### config.mk
export PLATFORM = sky130hd
export DESIGN_NAME = ld_exec_unit
export DESIGN_NICKNAME = d
export VERILOG_FILES = /design/src/rtl/ld_pkg.sv /design/src/rtl/ld_addr_gen.sv /design/src/rtl/ld_fault_chk.sv /design/src/rtl/ld_data_fmt.sv /design/src/rtl/ld_exec_unit.sv
export SDC_FILE = /design/constraint.sdc
export NUM_CORES = 1
export LEC_CHECK = 0
export BUFFER_PORTS_ARGS = -buffer_cell sky130_fd_sc_hd__buf_2
export CORE_AREA = 2 2 228 230
export DETAILED_ROUTE_END_ITERATION = 10
export DIE_AREA = 0 0 230 232
export SLEW_MARGIN = 5
export SYNTH_ARGS = -nofsm -noshare
export SYNTH_HDL_FRONTEND = slang
export SYNTH_SLANG_ARGS = --single-unit
export TNS_END_PERCENT = 10
### constraint.sdc
create_clock -name clk -period 6.3 [get_ports clk]
set_input_delay 0 -clock clk [delete_from_list [all_inputs] [get_ports clk]]
set_output_delay 0 -clock clk [all_outputs]
set_load 0.01 [all_outputs]
### src/rtl/ld_pkg.sv
package ld_pkg;
  typedef enum logic [1:0] {KIND_PLAIN = 2'd0, KIND_SPEC = 2'd1, KIND_FILL = 2'd2, KIND_RSVD = 2'd3} kind_e;
  typedef enum logic [1:0] {FORM_NONE = 2'd0, FORM_IMM = 2'd1, FORM_INDEX = 2'd2, FORM_RSVD = 2'd3} form_e;
  typedef enum logic [1:0] {FLT_NONE = 2'd0, FLT_POISON = 2'd1, FLT_ILLEGAL = 2'd2} fault_e;
  typedef enum logic [1:0] {ST_IDLE = 2'd0, ST_REQ = 2'd1, ST_RSP = 2'd2} state_e;
  localparam logic [1:0] SIZE_MAX = 2'd3;
endpackage

### src/rtl/ld_addr_gen.sv
module ld_addr_gen
  import ld_pkg::*;
#(
  parameter int XLEN  = 64,
  parameter int IMM_W = 9
) (
  input  logic [1:0]       form,
  input  logic [XLEN-1:0]  base_val,
  input  logic             base_tag,
  input  logic [IMM_W-1:0] imm,
  input  logic [XLEN-1:0]  index_val,
  input  logic             index_tag,
  output logic             upd_en,
  output logic [XLEN-1:0]  upd_val,
  output logic             upd_tag
);
  localparam int EXT_W = XLEN - IMM_W;

  logic [XLEN-1:0] imm_sx;
  form_e           f;

  assign f      = form_e'(form);
  assign imm_sx = {{EXT_W{imm[IMM_W-1]}}, imm};

  always_comb begin
    upd_en  = 1'b0;
    upd_val = base_val;
    upd_tag = base_tag;
    unique case (f)
      FORM_IMM: begin
        upd_en  = 1'b1;
        upd_val = base_val + imm_sx;
      end
      FORM_INDEX: begin
        upd_en  = 1'b1;
        upd_val = base_val + index_val;
        upd_tag = base_tag | index_tag;
      end
      default: begin
        upd_en  = 1'b0;
      end
    endcase
  end
endmodule

### src/rtl/ld_fault_chk.sv
module ld_fault_chk
  import ld_pkg::*;
#(
  parameter int RIDX_W = 7
) (
  input  logic [1:0]        kind,
  input  logic [1:0]        form,
  input  logic [RIDX_W-1:0] dst_idx,
  input  logic [RIDX_W-1:0] base_idx,
  input  logic              base_tag,
  output logic              illegal,
  output logic              poison_flt,
  output logic              defer
);
  logic is_update;
  logic is_spec;

  assign is_update  = (form_e'(form) == FORM_IMM) || (form_e'(form) == FORM_INDEX);
  assign is_spec    = (kind_e'(kind) == KIND_SPEC);
  assign illegal    = is_update && (dst_idx == base_idx);
  assign poison_flt = !illegal && !is_spec && base_tag;
  assign defer      = !illegal && is_spec && base_tag;
endmodule

### src/rtl/ld_data_fmt.sv
module ld_data_fmt #(
  parameter int XLEN = 64
) (
  input  logic [XLEN-1:0] raw,
  input  logic [1:0]      size,
  input  logic [XLEN-1:0] spill,
  input  logic [XLEN-1:0] addr,
  output logic [XLEN-1:0] ext,
  output logic            spill_bit
);
  localparam int NSIZE = 4;
  localparam int LSB   = $clog2(XLEN / 8);
  localparam int SEL_W = $clog2(XLEN);

  logic [XLEN-1:0] ext_v [NSIZE];

  for (genvar g = 0; g < NSIZE; g++) begin : g_sz
    localparam int NB = 8 << g;
    if (NB >= XLEN) begin : g_full
      assign ext_v[g] = raw;
    end else begin : g_part
      assign ext_v[g] = {{(XLEN-NB){1'b0}}, raw[NB-1:0]};
    end
  end

  assign ext       = ext_v[size];
  assign spill_bit = spill[addr[LSB +: SEL_W]];
endmodule

### src/rtl/ld_exec_unit.sv
module ld_exec_unit
  import ld_pkg::*;
#(
  parameter int XLEN   = 64,
  parameter int RIDX_W = 7,
  parameter int IMM_W  = 9,
  parameter int HINT_W = 2
) (
  input  logic              clk,
  input  logic              rst,
  input  logic              op_valid,
  output logic              op_ready,
  input  logic [1:0]        op_size,
  input  logic [1:0]        op_kind,
  input  logic [1:0]        op_form,
  input  logic [HINT_W-1:0] op_hint,
  input  logic [IMM_W-1:0]  op_imm,
  input  logic [RIDX_W-1:0] op_dst_idx,
  input  logic [RIDX_W-1:0] op_base_idx,
  input  logic [XLEN-1:0]   op_base_val,
  input  logic              op_base_tag,
  input  logic [XLEN-1:0]   op_index_val,
  input  logic              op_index_tag,
  input  logic [XLEN-1:0]   spill_tags,
  output logic              mem_req_valid,
  input  logic              mem_req_ready,
  output logic [XLEN-1:0]   mem_req_addr,
  output logic [1:0]        mem_req_size,
  input  logic [XLEN-1:0]   mem_rsp_data,
  output logic              dst_we,
  output logic [RIDX_W-1:0] dst_idx,
  output logic [XLEN-1:0]   dst_val,
  output logic              dst_tag,
  output logic              base_we,
  output logic [RIDX_W-1:0] base_idx,
  output logic [XLEN-1:0]   base_val,
  output logic              base_tag,
  output logic              pf_valid,
  output logic [XLEN-1:0]   pf_addr,
  output logic [HINT_W-1:0] pf_hint,
  output logic              done,
  output logic              fault_valid,
  output logic [1:0]        fault_code
);
  state_e            state_q;
  logic [XLEN-1:0]   addr_q;
  logic [1:0]        size_q;
  logic              fill_q;
  logic              spill_q;
  logic [RIDX_W-1:0] dst_idx_q;
  logic [RIDX_W-1:0] base_idx_q;
  logic              upd_en_q;
  logic [XLEN-1:0]   upd_val_q;
  logic              upd_tag_q;
  logic [HINT_W-1:0] hint_q;

  logic              upd_en;
  logic [XLEN-1:0]   upd_val;
  logic              upd_tag;
  logic              illegal;
  logic              poison_flt;
  logic              defer;
  logic [XLEN-1:0]   ext_data;
  logic              spill_unused;
  logic              spill_bit;
  logic [1:0]        size_eff;
  logic              accept;

  assign accept   = (state_q == ST_IDLE) && op_valid;
  assign size_eff = (kind_e'(op_kind) == KIND_FILL) ? SIZE_MAX : op_size;

  ld_addr_gen #(.XLEN(XLEN), .IMM_W(IMM_W)) u_addr (
    .form      (op_form),
    .base_val  (op_base_val),
    .base_tag  (op_base_tag),
    .imm       (op_imm),
    .index_val (op_index_val),
    .index_tag (op_index_tag),
    .upd_en    (upd_en),
    .upd_val   (upd_val),
    .upd_tag   (upd_tag)
  );

  ld_fault_chk #(.RIDX_W(RIDX_W)) u_flt (
    .kind       (op_kind),
    .form       (op_form),
    .dst_idx    (op_dst_idx),
    .base_idx   (op_base_idx),
    .base_tag   (op_base_tag),
    .illegal    (illegal),
    .poison_flt (poison_flt),
    .defer      (defer)
  );

  // tag selection happens at accept time on the pre-update address
  ld_data_fmt #(.XLEN(XLEN)) u_sel (
    .raw       (op_base_val),
    .size      (2'd0),
    .spill     (spill_tags),
    .addr      (op_base_val),
    .ext       (),
    .spill_bit (spill_bit)
  );

  // formatting of the returned data
  ld_data_fmt #(.XLEN(XLEN)) u_fmt (
    .raw       (mem_rsp_data),
    .size      (size_q),
    .spill     (spill_tags),
    .addr      (addr_q),
    .ext       (ext_data),
    .spill_bit (spill_unused)
  );

  assign op_ready      = (state_q == ST_IDLE);
  assign mem_req_valid = (state_q == ST_REQ);
  assign mem_req_addr  = addr_q;
  assign mem_req_size  = size_q;

  always_ff @(posedge clk) begin
    if (rst) begin
      state_q     <= ST_IDLE;
      addr_q      <= '0;
      size_q      <= '0;
      fill_q      <= 1'b0;
      spill_q     <= 1'b0;
      dst_idx_q   <= '0;
      base_idx_q  <= '0;
      upd_en_q    <= 1'b0;
      upd_val_q   <= '0;
      upd_tag_q   <= 1'b0;
      hint_q      <= '0;
      dst_we      <= 1'b0;
      dst_idx     <= '0;
      dst_val     <= '0;
      dst_tag     <= 1'b0;
      base_we     <= 1'b0;
      base_idx    <= '0;
      base_val    <= '0;
      base_tag    <= 1'b0;
      pf_valid    <= 1'b0;
      pf_addr     <= '0;
      pf_hint     <= '0;
      done        <= 1'b0;
      fault_valid <= 1'b0;
      fault_code  <= FLT_NONE;
    end else begin
      dst_we      <= 1'b0;
      base_we     <= 1'b0;
      pf_valid    <= 1'b0;
      done        <= 1'b0;
      fault_valid <= 1'b0;
      unique case (state_q)
        ST_IDLE: begin
          if (accept) begin
            addr_q     <= op_base_val;
            size_q     <= size_eff;
            fill_q     <= (kind_e'(op_kind) == KIND_FILL);
            spill_q    <= spill_bit;
            dst_idx_q  <= op_dst_idx;
            base_idx_q <= op_base_idx;
            upd_en_q   <= upd_en;
            upd_val_q  <= upd_val;
            upd_tag_q  <= upd_tag;
            hint_q     <= op_hint;
            if (illegal || poison_flt) begin
              fault_valid <= 1'b1;
              fault_code  <= illegal ? FLT_ILLEGAL : FLT_POISON;
              done        <= 1'b1;
            end else if (defer) begin
              fault_code <= FLT_NONE;
              dst_we     <= 1'b1;
              dst_idx    <= op_dst_idx;
              dst_val    <= '0;
              dst_tag    <= 1'b1;
              base_we    <= upd_en;
              base_idx   <= op_base_idx;
              base_val   <= upd_val;
              base_tag   <= upd_tag;
              pf_valid   <= upd_en && !upd_tag;
              pf_addr    <= upd_val;
              pf_hint    <= op_hint;
              done       <= 1'b1;
            end else begin
              fault_code <= FLT_NONE;
              state_q    <= ST_REQ;
            end
          end
        end
        ST_REQ: begin
          if (mem_req_ready) state_q <= ST_RSP;
        end
        ST_RSP: begin
          dst_we   <= 1'b1;
          dst_idx  <= dst_idx_q;
          dst_val  <= ext_data;
          dst_tag  <= fill_q ? spill_q : 1'b0;
          base_we  <= upd_en_q;
          base_idx <= base_idx_q;
          base_val <= upd_val_q;
          base_tag <= upd_tag_q;
          pf_valid <= upd_en_q && !upd_tag_q;
          pf_addr  <= upd_val_q;
          pf_hint  <= hint_q;
          done     <= 1'b1;
          state_q  <= ST_IDLE;
        end
        default: state_q <= ST_IDLE;
      endcase
    end
  end
endmodule

; ---- Yosys cells after proc, flatten, opt, wreduce, memory -nomap -nowiden
; Cells that the tools add are included.
[word_totals]
memories = 0
latch_bits = 0
wordCells = 126
in_bits = 293
rom_bits = 0
register_bits = 305
mem_bits_rw = 0
[op_classes]
shift = 0
n_div = 0
n_lt_le_gt_ge = 2
n_mux = 61
eq_ne = 12
bitwise_logic = 4
n_reduce_logical = 21
addsub = 2
n_mul = 0
[op_table]
columns = op, n
row1 = two-way mux 64 bit, 8
row2 = one-hot mux 64 bit (2 select lines), 3
row3 = adder 64 bit, 2
row4 = binary-select mux 64 bit (select 2 bit), 1
row5 = two-way mux 7 bit, 6
row6 = one-hot mux 7 bit (2 select lines), 2
row7 = two-way mux 1 bit, 22
row8 = two-way mux 2 bit, 10
row9 = one-hot mux 1 bit (2 select lines), 6
row10 = logical AND 1 bit, 8
row11 = one-hot mux 2 bit (2 select lines), 2
row12 = AND reduction 4 bit, 2
row13 = equality test 7 bit, 1
row14 = less-than comparator 6 x 7 -> 1 bit (second input constant), 1
row15 = binary-select mux 1 bit (select 6 bit), 1
row16 = equality test 2 x 1 -> 1 bit (second input constant), 3
row17 = equality test 2 bit (second input constant), 3
row18 = != test 2 x 1 -> 1 bit (second input constant), 3
row19 = zero test 1 bit, 4
row20 = != test 2 bit (second input constant), 2
row21 = >= comparator 3 bit (second input constant), 1
row22 = NOT 2 -> 3 bit, 1
row23 = OR reduction 3 bit, 1
row24 = zero test 2 bit, 1
row25 = other kinds (6), 8

; ---- Longest topological paths before layout
; Gate-level depths: netlist (run 1).
[logic_depth]
word_depth = 10
depth_mapped = 19
ltp_nobuf = 17

; ---- Modules after synthesis
; From an unflattened synthesis (run 1), not the netlist that was laid out.
[hier_totals]
cells_unflattened = 2573
hier_area_um2 = 19626.3
[modules_own_cells]
columns = module, cells_per_inst, area_each_um2, n_inst
row1 = ld_exec_unit, 1468, 12423.2, 1
row2 = ld_addr_gen, 829, 5038.6, 1
row3 = ld_data_fmt, 130, 1024.7, 2
row4 = ld_fault_chk, 16, 115.1, 1

; ---- Worst setup path after synthesis (run 1)
; OpenSTA, ideal clock, no wires.
[synth_path]
kind = in2reg
start = in op_form[0]
end = reg upd_val_q[56]
slack_ns = 2.568
cell_stages = 18
required_ns = 6.188
t_arrival_ns = 3.620
path_cell_list = inv_1 -> ha_1 -> clkbuf_1 -> mux2_2 -> ha_1 -> inv_1 -> fa_1 -> and2b_1 -> o2111ai_1 -> a211oi_2 -> a221oi_2 -> o41ai_2 -> a21oi_1 -> a31oi_1 -> a211oi_2 -> o21ai_1 -> xnor2_1 -> a2111oi_1
[synth_between]
elab_chain_cells = 2
[synth_lines]
columns = element, line
row1 = start: declaration, ld_exec_unit.sv:15  ; input logic [1:0] op_form,
row2 = equality test 2 bit / equality test 2 x 1 -> 1 bit (equally long branches), ld_addr_gen.sv:29  ; unique case (f)
row3 = one-hot mux 64 bit (2 select lines) (*), ld_addr_gen.sv:29
row4 = end signal: assignment, ld_exec_unit.sv:163  ; upd_val_q <= upd_val;
row5 = end: declaration, ld_exec_unit.sv:53  ; logic [XLEN-1:0] upd_val_q;
; Mark *: on every way between the ends. The rest lies on a longest branch, timed or not.
; A chain may end at the register's enable or synchronous reset.

; ---- Final worst setup path (run 1)
; Same ends and word-level chain as after synthesis.

==> results_dict.tcl, run 1 <==
set metrics [dict create \
    io_pins 578 \
    finalSetupTns_ns 0 \
    cp_top_family "compound AO/OA/AOI/OAI gates" \
    grt_pass1_vias 17700 \
    end_kind "flop" \
    dp_hpwl_um 47400 \
    post-route-util 0.452 \
    async_reset_ff_frac 0 \
    leakagePower_nw 10.7 \
    root_buffer "clkbuf_16" \
    gr-usage-all-layers 0.243 \
    setup_viol 0 \
    power_density_nw_per_um2 250 \
    period_share 0.676 \
    hp-class "in -> reg" \
    crit_buf_inv 3 \
    start_util 0.331 \
    cp.arrival_ns 4.69 \
    finalHoldViolCount 0 \
    gp_congestion 0.944 \
    cp_max_fo 5 \
    ant_nets 0 \
    synthSimpleGateAreaFrac 0.202 \
    setup_ws_ns 2.04 \
    tightest_slew_ns 1.28 \
    critical-path-max-stage-delay_ns 0.53 \
    synth_compound_gate_area_share 0.233 \
    grt_setup_unrepaired "no" \
    drive_gt1_frac 0.255 \
    final_cell_mix "576 x buf_2, 370 x nand2_1, 325 x nor2_1, 305 x dfxtp_1, 209 x dlygate4sd3_1" \
    grt_antenna_before_repair 5 \
    place_ws_ns 1.46 \
    port_buffers 577 \
    min_period_ns 4.26 \
    clk_pin_slew_ns 0.06 \
    synth_top_family_by_area "compound AO/OA/AOI/OAI gates" \
    multi_input_area_um2 9600 \
    synth-main-ff-cell "dfxtp_1" \
    netlist_area_um2 16900 \
    cts_sinks 305 \
    slew_violations 0 \
    cts_buffer_depth 3 \
    gr-total-overflow 0 \
    relSlewSlack 0.147 \
    fp-row-count 83 \
    cts_max_level 2 \
    area_growth_pct 36.5 \
    drc 0 \
    dr.first_iter.drc_count 1409 \
    synth_xor_area_frac 0.0327 \
    vias 18300 \
    synth_seq_cells 305 \
    cap_viol_max_count 0 \
    final_common_cell "buf_2" \
    syn_inst 2148 \
    die_h_um 232 \
    grt_pass1_wl_um 103000 \
    dr.pass1.iters 6 \
    clk_latency_ns 0.56 \
    max_freq_ghz 0.235 \
    nets 3120 \
    cts_resized 0 \
    r2r_setup_slack_ns 2.79 \
    fillers 5019 \
    seqCellArea_um2 6110 \
    ys_seq_area_frac 0.362 \
    outcome "complete, no violations" \
    fp.dieArea_um2 53400 \
    crit_type "in -> reg" \
    wire_per_inst_um 19.6 \
    core_um2 50900 \
    fp.dieW_um 230 \
    routed_via_density 5.28 \
    syn-num-nets 2513 \
    finClkSkew_ns 0.0200 \
    grt_max_degree 189 \
    avgSynthCellArea_um2 7.85 \
    start_kind "input port" \
    synthAdderAreaFrac 0.0538 \
    synth_cell_type_count 79 \
    numCtsBuffers 37 \
    synth_warnings 0 \
    crit_path_cell_trace "buf_2 -> inv_1 -> ha_1 -> mux2_2 -> ha_1 -> inv_1 -> fa_1 -> and2b_1 -> o2111ai_1 -> a211oi_2 -> a221oi_2 -> o41ai_2 -> a21oi_1 -> a31oi_1 -> a211oi_2 -> o21ai_1 -> xnor2_1 -> a2111oi_1" \
    irDropWorstVdd_v 0.000174 \
    synth_edf_count 0 \
    synthMuxAreaShare 0.0441 \
    wl_um 68000 \
    required_ns 6.73 \
    slowest_stage "a221oi_2" \
    cts_tree "yes" \
]
==> layout make-up <==
type | instances | share of cell area
clock buffer | 51 | 0.0468
antenna | 3 | 0.000326
inverter | 24 | 0.00391
multi-input combinational | 1591 | 0.417
sequential | 305 | 0.265
timing repair buffer | 796 | 0.221
clock inverter | 15 | 0.00913
tap | 680 | 0.0370
==> cells by family after synthesis <==
family          Yosys count
mux                      48
compound gates          583
simple gates            825
buf+inv                 252
fa+ha+maj                72
xor+xnor                 63
flops                   305
==> cells in the mapped netlist (4+ instances only) <==
cell type  instances  share of area
nand2_1          371          0.083
nor2_1           326          0.073
dfxtp_1          305           0.36
a21oi_1          193          0.057
clkbuf_1         135          0.030
a22oi_1           71          0.032
ha_1              71          0.053
buf_4             68          0.030
o21ai_0           67          0.020
a211oi_1          54          0.024
a2111oi_0         39          0.020
xnor2_1           35          0.018
a21o_1            32          0.014
nor3_1            29         0.0086
xor2_1            28          0.015
inv_1             24         0.0053
mux4_2            20          0.027
a222oi_1          19          0.011
nand4_1           19         0.0070
mux2i_1           18          0.011
o21bai_1          18         0.0080
nand3_1           15         0.0045
buf_1             13         0.0029
buf_2             11         0.0033
nor2b_1           11         0.0041
nor4_1            11         0.0041
mux2_2            10         0.0067
nand2b_1          10         0.0037
a31oi_1            9         0.0033
o21a_1             9         0.0040
and2_1             7         0.0026
o211ai_1           7         0.0031
a311oi_1           6         0.0031
and3_1             6         0.0022
o31ai_1            5         0.0022
a221o_1            4         0.0024
and4_1             4         0.0021
o221ai_1           4         0.0021
==> sequential cells by signal (all words and copies together), names as in the netlist, 2 cells and up <==
signal and count:
mem_req_size 2, hint_q 2, mem_req_addr 64, dst_idx 7, base_idx_q 7, pf_hint 2
pf_addr 64, state_q 2, dst_val 64, fault_code 2, base_idx 7, dst_idx_q 7
upd_val_q 64
==> report_power, final <==
| group | internal (mW) | switching [mW] | total [mW] |
|---|---|---|---|
| clock network | 1.37 | 0.900 | 2.27 |
| logic | 0.572 | 0.808 | 1.38 |
| registers | 2.04 | 0.0721 | 2.11 |
| total | 3.98 | 1.78 | 5.76 |
==> routing by layer <==
metal,global-route usage,part of all wire
met1,0.321,0.45
met2,0.405,0.47
met3,0.0377,0.060
met4,0.0796,0.028
met5,0,0.00028
==> worst reg2reg max path, stage by stage (launching register included) <==
cell and delay, ns:
dfxtp_1 0.45, nor2b_4 0.92, and3_1 1.15, a22oi_1 0.24
nor2_1 0.15, dlygate4sd3_1 0.56
==> stage by stage <==
step	power, mW	instances	hold slack (ns)	cell area, um^2
after global placement	3.41	3187	0.239	19600
after detailed placement	3.43	3187	0.249	19600
after global routing	6.04	3462	0.119	23000
after CTS	5.81	3462	0.0356	23000
after floorplan	3.00	2148	0.136	16900
final	5.76	3465	0.0694	23000
==> what timing repair did <==
item / CTS / global route
hold buffers: 209 / 0
hold endpoints to repair: 273 / 0
endpoints found under the setup margin: 0 / 0
setup buffers: 0 / 0
==> final timing paths <==
kind                    from         endpoint  cells after the start
max               op_form[0]    upd_val_q[56]                     18
min               op_form[1]        upd_tag_q                      4
max reg2reg       state_q[1]      dst_val[34]                      5
min reg2reg  mem_req_addr[3]  mem_req_addr[3]                      2
Power figures use the tool's default switching activity.
==> run 2: changes to the inputs <==
ABC_AREA = 1   (was default)
CORE_AREA = default   (was 2 2 228 230)
CORE_MARGIN = 1.5   (was default)
CORE_UTILIZATION = 40   (was default)
DIE_AREA = default   (was 0 0 230 232)
PLACE_DENSITY = 0.67   (was default)
clock period = 3.8 ns   (was 6.3 ns; I/O delays follow)
==> run 2 against run 1 <==
Effect of this change: global-route usage increased by 7.5 points; sequential share of layout area decreased by 2.5 points; critical endpoint is now upd_val_q[53]; sequential power grew 66%; cell area rose by 10%; die area down 4.7%; non-clock buffer count fell by 41; final cell count is 31% higher; area after synthesis grew 17%.
==> results_dict.tcl, run 2 <==
set metrics [dict create \
    layout.cells.non_filler 4534 \
    syn-num-nets 3625 \
    cp_max_fo 35 \
    synth-main-ff-cell "dfxtp_1" \
    synth.cells.most_frequent "868 x nand2_1, 521 x inv_1, 368 x nor2_1" \
    finalPower_mw 9.79 \
    relSlewSlack 0.342 \
    grt_max_degree 195 \
    avgSynthCellArea_um2 6.07 \
    routed_via_density 5.07 \
    placed_area_um2 22700 \
    synth_warnings 0 \
    clk_latency_ns 0.57 \
    die_h_um 225 \
    synth_seq_cells 305 \
    setup_viol 0 \
    async_reset_ff_frac 0 \
    core_um2 48800 \
    grt_pass1_vias 20700 \
    synth.most_common_cell "nand2_1" \
    dr.first_iter.drc_count 2103 \
    drc 0 \
    hold_ws_ns 0.0568 \
    reg2reg_depth 10 \
    dr.pass1.iters 7 \
    seqCellArea_um2 6110 \
    place_ws_ns 0.337 \
    fp-row-count 81 \
    synth.area.top_cells "dfxtp_1 31%, nand2_1 16%, inv_1 9.9%, nor2_1 7.0%, a21oi_1 6.1%" \
    start_util 0.405 \
    r2r-start "state_q[0]" \
    grt_pass1_wl_um 123000 \
    period_share 0.779 \
    wl_met2_um 36700 \
    ys_seq_area_frac 0.308 \
    r2r_setup_slack_ns 0.99 \
    gr-usage-all-layers 0.318 \
    cts_buffer_depth 3 \
    finClkSkew_ns 0.0240 \
    synth_edf_count 0 \
    fp.dieW_um 225 \
    final_cell_mix "867 x nand2_1, 576 x buf_2, 519 x inv_1, 366 x nor2_1, 305 x dfxtp_1" \
    wire_per_inst_um 18.5 \
    highest_layer "met5" \
    synth_top_area_cell "dfxtp_1" \
    vias 23000 \
    start_kind "input port" \
    gp_congestion 1.04 \
    irDropWorstVdd_v 0.000294 \
    cts_max_level 2 \
    clk_pin_slew_ns 0.06 \
    min_period_ns 2.96 \
    cp.arrival_ns 3.42 \
    tightest_slew_ns 0.987 \
    post-route-util 0.520 \
    max_freq_ghz 0.338 \
    slew_violations 0 \
    leakagePower_nw 13.7 \
    required_ns 4.26 \
    wl_um 84100 \
    met3WireLength_um 7650 \
    power_density_nw_per_um2 385 \
    hp-class "in -> reg" \
    synth_cell_type_count 42 \
    cts_sinks 305 \
    cap_viol_max_count 0 \
    io_pins 578 \
    outcome "complete, no violations" \
    port_buffers 577 \
    root_buffer "clkbuf_16" \
    finalSetupTns_ns 0 \
    worstHoldStart "op_valid" \
    min_path_cells 5 \
    setup_ws_ns 0.838 \
    grt_setup_unrepaired "no" \
    finalHoldViolCount 0 \
    cts_resized 0 \
    reg2reg_to "dst_idx[1]" \
    ant_nets 0 \
    gr-total-overflow 0 \
    crit_type "in -> reg" \
    end_kind "flop" \
    final_cell_area_um2 25400 \
    cts_tree "yes" \
    area_growth_pct 28.4 \
    hold_end "fault_valid" \
    placed_cells 4315 \
    yosys.area.top_type_share 0.308 \
    final_common_cell "nand2_1" \
    multi_input_area_um2 10600 \
    grt_antenna_before_repair 2 \
    drive_gt1_frac 0.181 \
    numCtsBuffers 36 \
    nets 4209 \
    wl_met1_um 35800 \
    fillers 5106 \
    fp.dieArea_um2 50800 \
    dp_hpwl_um 64000 \
    netlist_area_um2 19800 \
    syn_inst 3260 \
]
[run 2: how the worst max path moves through the flow]
stage                           from             to  slack (ns)  cells past startpoint
final                     op_form[0]  upd_val_q[53]        0.84                     22
after global routing      op_form[1]  upd_val_q[53]        0.57                     21
after CTS                 state_q[0]     dst_idx[1]        0.86                     10
after detailed placement  op_form[0]  upd_val_q[53]        0.34                     22
after global placement    op_form[1]  upd_val_q[53]        0.35                     21
after floorplan           op_form[0]  upd_val_q[24]        1.20                     17
[run 2: timing repair]
item,CTS,global route
setup buffers,0,0
endpoints found under the hold margin,263,0
hold buffers,155,0
[run 2: final cells by class]
class,instances,area share
repair buffers,755,0.183
inverters,529,0.0784
multi-input cells,2217,0.419
flip-flops and latches,305,0.240
clock inverters,12,0.00615
clock buffers,50,0.0403
diodes,2,0.000197
well taps,664,0.0327
[run 2: kinds of logic (layout without fill, tap and decap cells)]
group / count (synthesis) / in the layout / share of synthesized area
AO/OA/AOI/OAI: 592 / 592 / 0.164
buffers and inverters: 738 / 1346 / 0.155
other: 0 / 2 / 0
XOR/XNOR: 19 / 19 / 0.00841
adder cells (fa/ha/maj): 72 / 72 / 0.0459
flip-flops: 305 / 305 / 0.308
multiplexers: 8 / 8 / 0.00455
AND/OR/NAND/NOR: 1526 / 1526 / 0.314
[run 2: critical path, stage by stage]
cell and delay [ns]:
buf_2 0.08, inv_1 0.04, ha_1 0.27, inv_2 0.53, buf_12 0.26, nor2_1 0.06, nor2_1 0.09, ha_1 0.32
a21oi_1 0.29, o21ai_0 0.15, inv_1 0.08, nand2_1 0.08, inv_1 0.09, nand2_1 0.05, a21oi_1 0.33, nand2_1 0.10
nand2_1 0.09, nand3_1 0.19, nand2_1 0.13, nand2_1 0.05, nand2_1 0.09, inv_1 0.04
[run 2: metal layers]
metal / vias to the layer above / GRT usage
li1: 11400 / -
met3: 160 / 0.0593
met2: 1022 / 0.500
met5: - / 0.00880
met1: 10400 / 0.422
met4: 2 / 0.144
[run 2: where the power goes]
part | switching [mW] | internal [mW]
clock network | 1.49 | 2.04
logic | 1.80 | 0.944
registers | 0.112 | 3.39
